**config.mk**
```make
export PLATFORM = sky130hd
export DESIGN_NAME = sram_async_ctrl
export DESIGN_NICKNAME = d
export VERILOG_FILES = /design/src/rtl/sram_ctrl_pkg.sv /design/src/rtl/sram_phase_timer.sv /design/src/rtl/sram_seq.sv /design/src/rtl/sram_pin_drive.sv /design/src/rtl/sram_async_ctrl.sv
export SDC_FILE = /design/constraint.sdc
export NUM_CORES = 1
export LEC_CHECK = 0
export ABC_AREA = 1
export CAP_MARGIN = 20
export CORE_MARGIN = 2
export CORE_UTILIZATION = 35
export CTS_CLUSTER_SIZE = 30
export DETAILED_ROUTE_END_ITERATION = 6
export MAX_ROUTING_LAYER = met4
export PLACE_DENSITY = 0.79
export SYNTH_ARGS = -nofsm -noshare
export SYNTH_HDL_FRONTEND = slang
export SYNTH_SLANG_ARGS = --single-unit
```
**constraint.sdc**
```tcl
create_clock -name clk -period 4.2 [get_ports clk]
set_input_delay 0.42 -clock clk [delete_from_list [all_inputs] [get_ports clk]]
set_output_delay 0.42 -clock clk [all_outputs]
set_load 0.01 [all_outputs]
```
**src/rtl/sram_ctrl_pkg.sv**
```systemverilog
package sram_ctrl_pkg;

   typedef enum logic [2:0] {
      ST_IDLE, ST_RD, ST_WADDR, ST_WHIZ, ST_WDATA, ST_WEND, ST_PD, ST_REC
   } seq_st_t;

   typedef struct packed {
      logic ce_n;
      logic oe_n;
      logic we_n;
      logic den;
   } pin_ctl_t;

   typedef enum logic [3:0] {
      T_CYC_RD, T_ACC_ADDR, T_ACC_CHIP, T_ACC_GATE, T_REL_CHIP, T_REL_GATE,
      T_REL_WSTB, T_CYC_WR, T_WSTB_MIN, T_CHIP_WMIN, T_DAT_SETUP
   } tparam_e;

   // nanosecond limit for grade 0 (fast) or 1 (slow)
   function automatic int grade_ns(input int grade, input tparam_e t);
      case (t)
         T_CYC_RD, T_ACC_ADDR, T_ACC_CHIP, T_CYC_WR: return (grade != 0) ? 70 : 55;
         T_ACC_GATE:  return (grade != 0) ? 35 : 30;
         T_REL_CHIP:  return (grade != 0) ? 30 : 20;
         T_REL_GATE:  return (grade != 0) ? 25 : 20;
         T_REL_WSTB:  return (grade != 0) ? 30 : 20;
         T_WSTB_MIN:  return (grade != 0) ? 50 : 40;
         T_CHIP_WMIN: return (grade != 0) ? 60 : 50;
         T_DAT_SETUP: return (grade != 0) ? 30 : 25;
         default:     return 1;
      endcase
   endfunction

   function automatic int max2(input int a, input int b);
      return (a > b) ? a : b;
   endfunction

   // rounded-up cycle count, never below one
   function automatic int ns_to_cyc(input int ns, input int period);
      return max2(1, (ns + period - 1) / period);
   endfunction

   function automatic int grade_cyc(input int grade, input tparam_e t, input int period);
      return ns_to_cyc(grade_ns(grade, t), period);
   endfunction

   function automatic pin_ctl_t ctl_of(input seq_st_t s);
      case (s)
         ST_RD:    return '{ce_n: 1'b0, oe_n: 1'b0, we_n: 1'b1, den: 1'b0};
         ST_WADDR: return '{ce_n: 1'b0, oe_n: 1'b1, we_n: 1'b1, den: 1'b0};
         ST_WHIZ:  return '{ce_n: 1'b0, oe_n: 1'b1, we_n: 1'b0, den: 1'b0};
         ST_WDATA: return '{ce_n: 1'b0, oe_n: 1'b1, we_n: 1'b0, den: 1'b1};
         ST_WEND:  return '{ce_n: 1'b0, oe_n: 1'b1, we_n: 1'b1, den: 1'b1};
         default:  return '{ce_n: 1'b1, oe_n: 1'b1, we_n: 1'b1, den: 1'b0};
      endcase
   endfunction

endpackage

```
**src/rtl/sram_phase_timer.sv**
```systemverilog
module sram_phase_timer #(
   parameter int CNT_W = 4
) (
   input  logic             clk,
   input  logic             rst,
   input  logic             load,
   input  logic [CNT_W-1:0] load_val,
   output logic             last
);
   logic [CNT_W-1:0] cnt_q;

   generate
      if (CNT_W < 1) begin : g_bad_width
         $error("sram_phase_timer: CNT_W must be at least 1");
      end
   endgenerate

   always_ff @(posedge clk) begin
      if (rst)
         cnt_q <= CNT_W'(1);
      else if (load)
         cnt_q <= load_val;
      else if (cnt_q > CNT_W'(1))
         cnt_q <= cnt_q - CNT_W'(1);
   end

   assign last = (cnt_q == CNT_W'(1));
endmodule

```
**src/rtl/sram_seq.sv**
```systemverilog
module sram_seq
   import sram_ctrl_pkg::*;
#(
   parameter int RD_LEN   = 3,
   parameter int TURN_LEN = 1,
   parameter int HIZ_LEN  = 1,
   parameter int WDAT_LEN = 2,
   parameter int REC_LEN  = 3
) (
   input  logic    clk,
   input  logic    rst,
   input  logic    req,
   input  logic    wr,
   input  logic    pd_req,
   output seq_st_t st_nxt,
   output logic    accept,
   output logic    rd_done,
   output logic    ack
);
   localparam int MAX_LEN = max2(max2(max2(RD_LEN, TURN_LEN), max2(HIZ_LEN, WDAT_LEN)), REC_LEN);
   localparam int CNT_W   = $clog2(MAX_LEN + 1);

   seq_st_t          st_q;
   logic             last;
   logic             wr_done;
   logic             load;
   logic [CNT_W-1:0] len_nxt;

   always_comb begin
      st_nxt  = st_q;
      accept  = 1'b0;
      rd_done = 1'b0;
      wr_done = 1'b0;
      case (st_q)
         ST_IDLE: begin
            if (pd_req)
               st_nxt = ST_PD;
            else if (req && !ack) begin
               accept = 1'b1;
               st_nxt = wr ? ST_WADDR : ST_RD;
            end
         end
         ST_RD: if (last) begin
            rd_done = 1'b1;
            st_nxt  = ST_IDLE;
         end
         ST_WADDR: if (last) st_nxt = ST_WHIZ;
         ST_WHIZ:  if (last) st_nxt = ST_WDATA;
         ST_WDATA: if (last) st_nxt = ST_WEND;
         ST_WEND: begin
            wr_done = 1'b1;
            st_nxt  = ST_IDLE;
         end
         ST_PD:  if (!pd_req) st_nxt = ST_REC;
         ST_REC: if (last) st_nxt = ST_IDLE;
         default: st_nxt = ST_IDLE;
      endcase
   end

   always_comb begin
      case (st_nxt)
         ST_RD:    len_nxt = CNT_W'(RD_LEN);
         ST_WADDR: len_nxt = CNT_W'(TURN_LEN);
         ST_WHIZ:  len_nxt = CNT_W'(HIZ_LEN);
         ST_WDATA: len_nxt = CNT_W'(WDAT_LEN);
         ST_REC:   len_nxt = CNT_W'(REC_LEN);
         default:  len_nxt = CNT_W'(1);
      endcase
   end

   assign load = (st_nxt != st_q);

   sram_phase_timer #(.CNT_W(CNT_W)) u_timer (
      .clk      (clk),
      .rst      (rst),
      .load     (load),
      .load_val (len_nxt),
      .last     (last)
   );

   always_ff @(posedge clk) begin
      if (rst) begin
         st_q <= ST_IDLE;
         ack  <= 1'b0;
      end else begin
         st_q <= st_nxt;
         ack  <= rd_done | wr_done;
      end
   end
endmodule

```
**src/rtl/sram_pin_drive.sv**
```systemverilog
module sram_pin_drive
   import sram_ctrl_pkg::*;
#(
   parameter int ADDR_W = 15,
   parameter int DATA_W = 8
) (
   input  logic              clk,
   input  logic              rst,
   input  seq_st_t           st_nxt,
   input  logic              accept,
   input  logic              rd_done,
   input  logic [ADDR_W-1:0] addr_in,
   input  logic [DATA_W-1:0] wdata_in,
   input  logic [DATA_W-1:0] mem_din,
   output logic [DATA_W-1:0] rdata,
   output logic              pd_ack,
   output logic [ADDR_W-1:0] mem_addr,
   output logic              mem_ce_n,
   output logic              mem_oe_n,
   output logic              mem_we_n,
   output logic [DATA_W-1:0] mem_dout,
   output logic              mem_dout_en
);
   pin_ctl_t ctl_nxt;

   assign ctl_nxt = ctl_of(st_nxt);

   always_ff @(posedge clk) begin
      if (rst) begin
         mem_ce_n    <= 1'b1;
         mem_oe_n    <= 1'b1;
         mem_we_n    <= 1'b1;
         mem_dout_en <= 1'b0;
         pd_ack      <= 1'b0;
         mem_addr    <= '0;
         mem_dout    <= '0;
         rdata       <= '0;
      end else begin
         mem_ce_n    <= ctl_nxt.ce_n;
         mem_oe_n    <= ctl_nxt.oe_n;
         mem_we_n    <= ctl_nxt.we_n;
         mem_dout_en <= ctl_nxt.den;
         pd_ack      <= (st_nxt == ST_PD);
         if (accept) begin
            mem_addr <= addr_in;
            mem_dout <= wdata_in;
         end
         if (rd_done)
            rdata <= mem_din;
      end
   end
endmodule

```
**src/rtl/sram_async_ctrl.sv**
```systemverilog
module sram_async_ctrl
   import sram_ctrl_pkg::*;
#(
   parameter int ADDR_W        = 15,
   parameter int DATA_W        = 8,
   parameter int CLK_PERIOD_NS = 20,
   parameter int SPEED_GRADE   = 0
) (
   input  logic              clk,
   input  logic              rst,
   input  logic              host_req,
   input  logic              host_wr,
   input  logic [ADDR_W-1:0] host_addr,
   input  logic [DATA_W-1:0] host_wdata,
   output logic              host_ack,
   output logic [DATA_W-1:0] host_rdata,
   input  logic              pd_req,
   output logic              pd_ack,
   output logic [ADDR_W-1:0] mem_addr,
   output logic              mem_ce_n,
   output logic              mem_oe_n,
   output logic              mem_we_n,
   output logic [DATA_W-1:0] mem_dout,
   output logic              mem_dout_en,
   input  logic [DATA_W-1:0] mem_din
);
   localparam int P = CLK_PERIOD_NS;
   localparam int G = SPEED_GRADE;

   localparam int RD_LEN   = max2(max2(grade_cyc(G, T_CYC_RD, P), grade_cyc(G, T_ACC_ADDR, P)),
                                  max2(grade_cyc(G, T_ACC_CHIP, P), grade_cyc(G, T_ACC_GATE, P)));
   localparam int TURN_LEN = ns_to_cyc(max2(grade_ns(G, T_REL_CHIP), grade_ns(G, T_REL_GATE)), P);
   localparam int HIZ_LEN  = grade_cyc(G, T_REL_WSTB, P);
   localparam int WDAT_LEN = max2(max2(grade_cyc(G, T_DAT_SETUP, P),
                                       grade_cyc(G, T_WSTB_MIN, P) - HIZ_LEN),
                                  max2(max2(grade_cyc(G, T_CHIP_WMIN, P) - HIZ_LEN - TURN_LEN,
                                            grade_cyc(G, T_CYC_WR, P) - TURN_LEN - HIZ_LEN - 1),
                                       1));
   localparam int REC_LEN  = grade_cyc(G, T_CYC_RD, P);

   generate
      if (SPEED_GRADE != 0 && SPEED_GRADE != 1) begin : g_bad_grade
         $error("sram_async_ctrl: SPEED_GRADE must be 0 or 1");
      end
      if (CLK_PERIOD_NS < 1) begin : g_bad_period
         $error("sram_async_ctrl: CLK_PERIOD_NS must be positive");
      end
      if (ADDR_W < 1 || DATA_W < 1) begin : g_bad_bus
         $error("sram_async_ctrl: bus widths must be positive");
      end
   endgenerate

   seq_st_t st_nxt;
   logic    accept;
   logic    rd_done;

   sram_seq #(
      .RD_LEN   (RD_LEN),
      .TURN_LEN (TURN_LEN),
      .HIZ_LEN  (HIZ_LEN),
      .WDAT_LEN (WDAT_LEN),
      .REC_LEN  (REC_LEN)
   ) u_seq (
      .clk     (clk),
      .rst     (rst),
      .req     (host_req),
      .wr      (host_wr),
      .pd_req  (pd_req),
      .st_nxt  (st_nxt),
      .accept  (accept),
      .rd_done (rd_done),
      .ack     (host_ack)
   );

   sram_pin_drive #(.ADDR_W(ADDR_W), .DATA_W(DATA_W)) u_pins (
      .clk         (clk),
      .rst         (rst),
      .st_nxt      (st_nxt),
      .accept      (accept),
      .rd_done     (rd_done),
      .addr_in     (host_addr),
      .wdata_in    (host_wdata),
      .mem_din     (mem_din),
      .rdata       (host_rdata),
      .pd_ack      (pd_ack),
      .mem_addr    (mem_addr),
      .mem_ce_n    (mem_ce_n),
      .mem_oe_n    (mem_oe_n),
      .mem_we_n    (mem_we_n),
      .mem_dout    (mem_dout),
      .mem_dout_en (mem_dout_en)
   );
endmodule

```
==> flow_summary.toml <==
[run_status]
run_status = "finished, final reports clean"

[clock_tree]
ctsRootBufferMaster = "sky130_fd_sc_hd__clkbuf_8"
tritoncts.num_buffers = 5
tritoncts = "done"
clkLatencyLatePin_ns = 0.29
cts-root-to-sink-buffers = 2
post_cts_hold_buffers = 0
htreeDepth = 2
path_clk_slew_ns = 0.08
cts_post_setup_buffers_inserted = 0
cts_num_sinks = 42
ctsResizeCount = 0

[floorplan]
die-height_um = 73.8
floorplan.die.width_um = 73.8
die_area_sq_um = 5440
num_io_pins = 73
core_footprint_sq_um = 4690
start_util = 0.363
std_cell_rows = 25

[critical_path]
critical_path.startpoint_type = "input port"
crit_arrival_ns = 2.07
critical_path_peak_fanout = 24
cp_data_required_time_ns = 4.42
timing_worst_setup_path_type = "in2reg"
critical_path.endpoint_type = "flip-flop"

[cells_and_area]
instances_no_fill = 355
final_nets = 338
layout_commonest_cell = "sky130_fd_sc_hd__nor2_1"
n_fill_cell = 459
final_layout_size_suffix_gt1_frac = 0.0864
postLayoutCoreUtil = 0.545
area_used_by_multi_input_combinational_logic_sq_um = 749
final_cell_area_sq_um = 2560
final_cell_mix = "sky130_fd_sc_hd__nor2_1, sky130_fd_sc_hd__clkdlybuf4s50_1, sky130_fd_sc_hd__dfxtp_1, sky130_fd_sc_hd__o21ai_0, sky130_fd_sc_hd__nand2_1"
register_area_sq_um = 841
syn2layout_area_growth_pct = 50.1
diodes = 0

[global_route]
antenna_found_initial = 0
grt_remaining_overflow = 0
maximum_number_of_pins_on_one_net_before_global_route_repair = 37
grt_util_all_layers = 0.159
global_route_wire_length_before_repair_um = 6600
first_global_vias = 1566

[synthesis]
post_synth_xor_xnor_area = 0
synth_warnings = 0
synth_top_family_by_area = "simple AND/OR/NAND/NOR gates"
synth_cell_type_count = 22
syn-mean-instance-area_sq_um = 7.44
yosys.area_share.simple = 0.301
synth_fa_ha_area_frac = 0.0147
postSynthRegisterBits = 42
postSynth.topFlopCell = "sky130_fd_sc_hd__dfxtp_1"
syn-cell-area_sq_um = 1700
synth-compound-area-share = 0.125
share_of_cell_area_taken_by_muxes_after_synthesis = 0
async_sr_flop_fraction = 0
number_of_enable_type_register_cells_in_the_synthesized_netlist = 0
yosysSeqAreaShare = 0.494
syn_nets = 267
cells_after_synth = 229

[pwr]
power.static_leakage_uw = 0.00105
switching_fraction = 0.373
clockPowerShare = 0.190
max-vdd-ir-drop_mv = 0.287
total_switching_power_uw = 622
pwr_density_cell_nw_per_um2 = 652
reg_power_frac = 0.350
power.share.combinational = 0.460
p_int_uw = 1040

[sta]
finalCritPeriodShare = 0.440
fmax_mhz = 541
finalWorstPathRequiredPeriod_ns = 1.85
timing.final.setup_violations = 0
final_max_slew_violation_count = 0
fin_setup_tns_ns = 0
timing.max_slew.rel_slack = 0.428
timing_hold_violations_final = 0
worst_clock_skew_ns = 0.00499
rsz0062_at_grt = "no"
actual_slew_at_the_worst_max_slew_pin_ns = 0.856

[routing]
drt-initial-drc-count = 70
dr_vias = 1644
wire_length_after_detailed_routing_um = 4000
drc_errors = 0
antenna_violating_nets_post_route = 0
avgViaCountPerCell = 4.63
wire_per_inst_um = 11.3
detailed_routing_iteration_count_for_the_pre_antenna_repair_pass = 4

[place]
dp.cells = 347
dpl_hpwl_um = 2930
portBuffers = 72
placedInstanceArea_sq_um = 2450
final_wtd_congestion = 0.815

[job]
drv.max_cap_violation_count = 0

[min_path]
holdCritPathClass = "reg2reg"
==> routing by layer <==
metal	vias to the layer above	share of wire	global-route usage	wire, um
met5	-	0	-	0
met4	0	0.0085	0.0485	34
met3	5	0.071	0.0494	283
met2	57	0.47	0.251	1860
met1	713	0.45	0.193	1820
li1	869	-	-	-
==> synth_stat cells, types with 3 or more instances <==
| cell | n | area (sq um) |
|---|---|---|
| sky130_fd_sc_hd__clkbuf_1 | 5 | 18.8 |
| sky130_fd_sc_hd__nor2_1 | 74 | 278 |
| sky130_fd_sc_hd__dfxtp_1 | 42 | 841 |
| sky130_fd_sc_hd__nand4_1 | 3 | 18.8 |
| sky130_fd_sc_hd__nor2_2 | 3 | 18.8 |
| sky130_fd_sc_hd__nand3_1 | 8 | 40.0 |
| sky130_fd_sc_hd__o21ai_1 | 4 | 20.0 |
| sky130_fd_sc_hd__a21oi_1 | 3 | 15.0 |
| sky130_fd_sc_hd__inv_1 | 12 | 45.0 |
| sky130_fd_sc_hd__inv_2 | 6 | 22.5 |
| sky130_fd_sc_hd__o21ai_0 | 29 | 145 |
| sky130_fd_sc_hd__nand2_1 | 20 | 75.1 |
| sky130_fd_sc_hd__nand2_2 | 7 | 43.8 |
==> final cells by class <==
class / count / area share
clock buffer: 6 / 0.0284
tap: 54 / 0.0264
clock inverter: 2 / 0.0147
sequential: 42 / 0.329
multi-input combinational: 161 / 0.293
inverter: 18 / 0.0264
timing repair buffer: 72 / 0.282
==> per-stage QoR <==
| stage | setup slack, ns | power, uW | hold WS [ns] |
|---|---|---|---|
| detailed placement | 2.03 | 1360 | 0.473 |
| finish | 2.35 | 1670 | 0.489 |
| global route | 2.17 | 1800 | 0.501 |
| CTS | 2.33 | 1680 | 0.492 |
| floorplan | 2.64 | 1070 | 0.491 |
| global placement | 2.07 | 1340 | 0.462 |
==> state kept, by name (all words and copies together) (netlist names) <==
register             cells
u_pins.mem_addr         15
u_pins.mem_ce_n          1
u_pins.mem_dout          8
u_pins.mem_dout_en       1
u_pins.mem_oe_n          1
u_pins.mem_we_n          1
u_pins.pd_ack            1
u_pins.rdata             8
u_seq.ack                1
u_seq.st_q               3
u_seq.u_timer.cnt_q      2
==> kinds of logic after synthesis <==
logic type | count (synthesis)
AO/OA/AOI/OAI | 39
flip-flops | 42
buffers and inverters | 26
AND/OR/NAND/NOR | 120
adder cells (fa/ha/maj) | 2
==> final timing paths <==
| path | from | end | slack, ns | cells after the start |
|---|---|---|---|---|
| setup / recovery | host_req | u_pins.mem_addr[8] | 2.35 | 7 |
| hold / removal | u_pins.mem_addr[12] | u_pins.mem_addr[12] | 0.49 | 2 |
| setup reg to reg | u_seq.u_timer.cnt_q[1] | u_pins.mem_we_n | 2.40 | 10 |
| hold reg to reg | u_pins.mem_addr[12] | u_pins.mem_addr[12] | 0.49 | 2 |
==> power by group through the flow <==
stage / clock network, uW / registers (uW) / logic, uW
2_1_floorplan: 0 / 623 / 443
6_report: 316 / 583 / 767
4_1_cts: 322 / 583 / 775
3_5_place_dp: 0 / 591 / 769
5_1_grt: 335 / 597 / 866
3_3_place_gp: 0 / 589 / 751
==> worst max-delay path, cell delays in order <==
cell,delay [ns]
sky130_fd_sc_hd__clkdlybuf4s50_1,0.47
sky130_fd_sc_hd__inv_1,0.04
sky130_fd_sc_hd__nor2_1,0.13
sky130_fd_sc_hd__nand3_2,0.35
sky130_fd_sc_hd__inv_2,0.44
sky130_fd_sc_hd__nor2_1,0.07
sky130_fd_sc_hd__nor2_1,0.13
No activity file was read; power rests on OpenSTA's default activity.
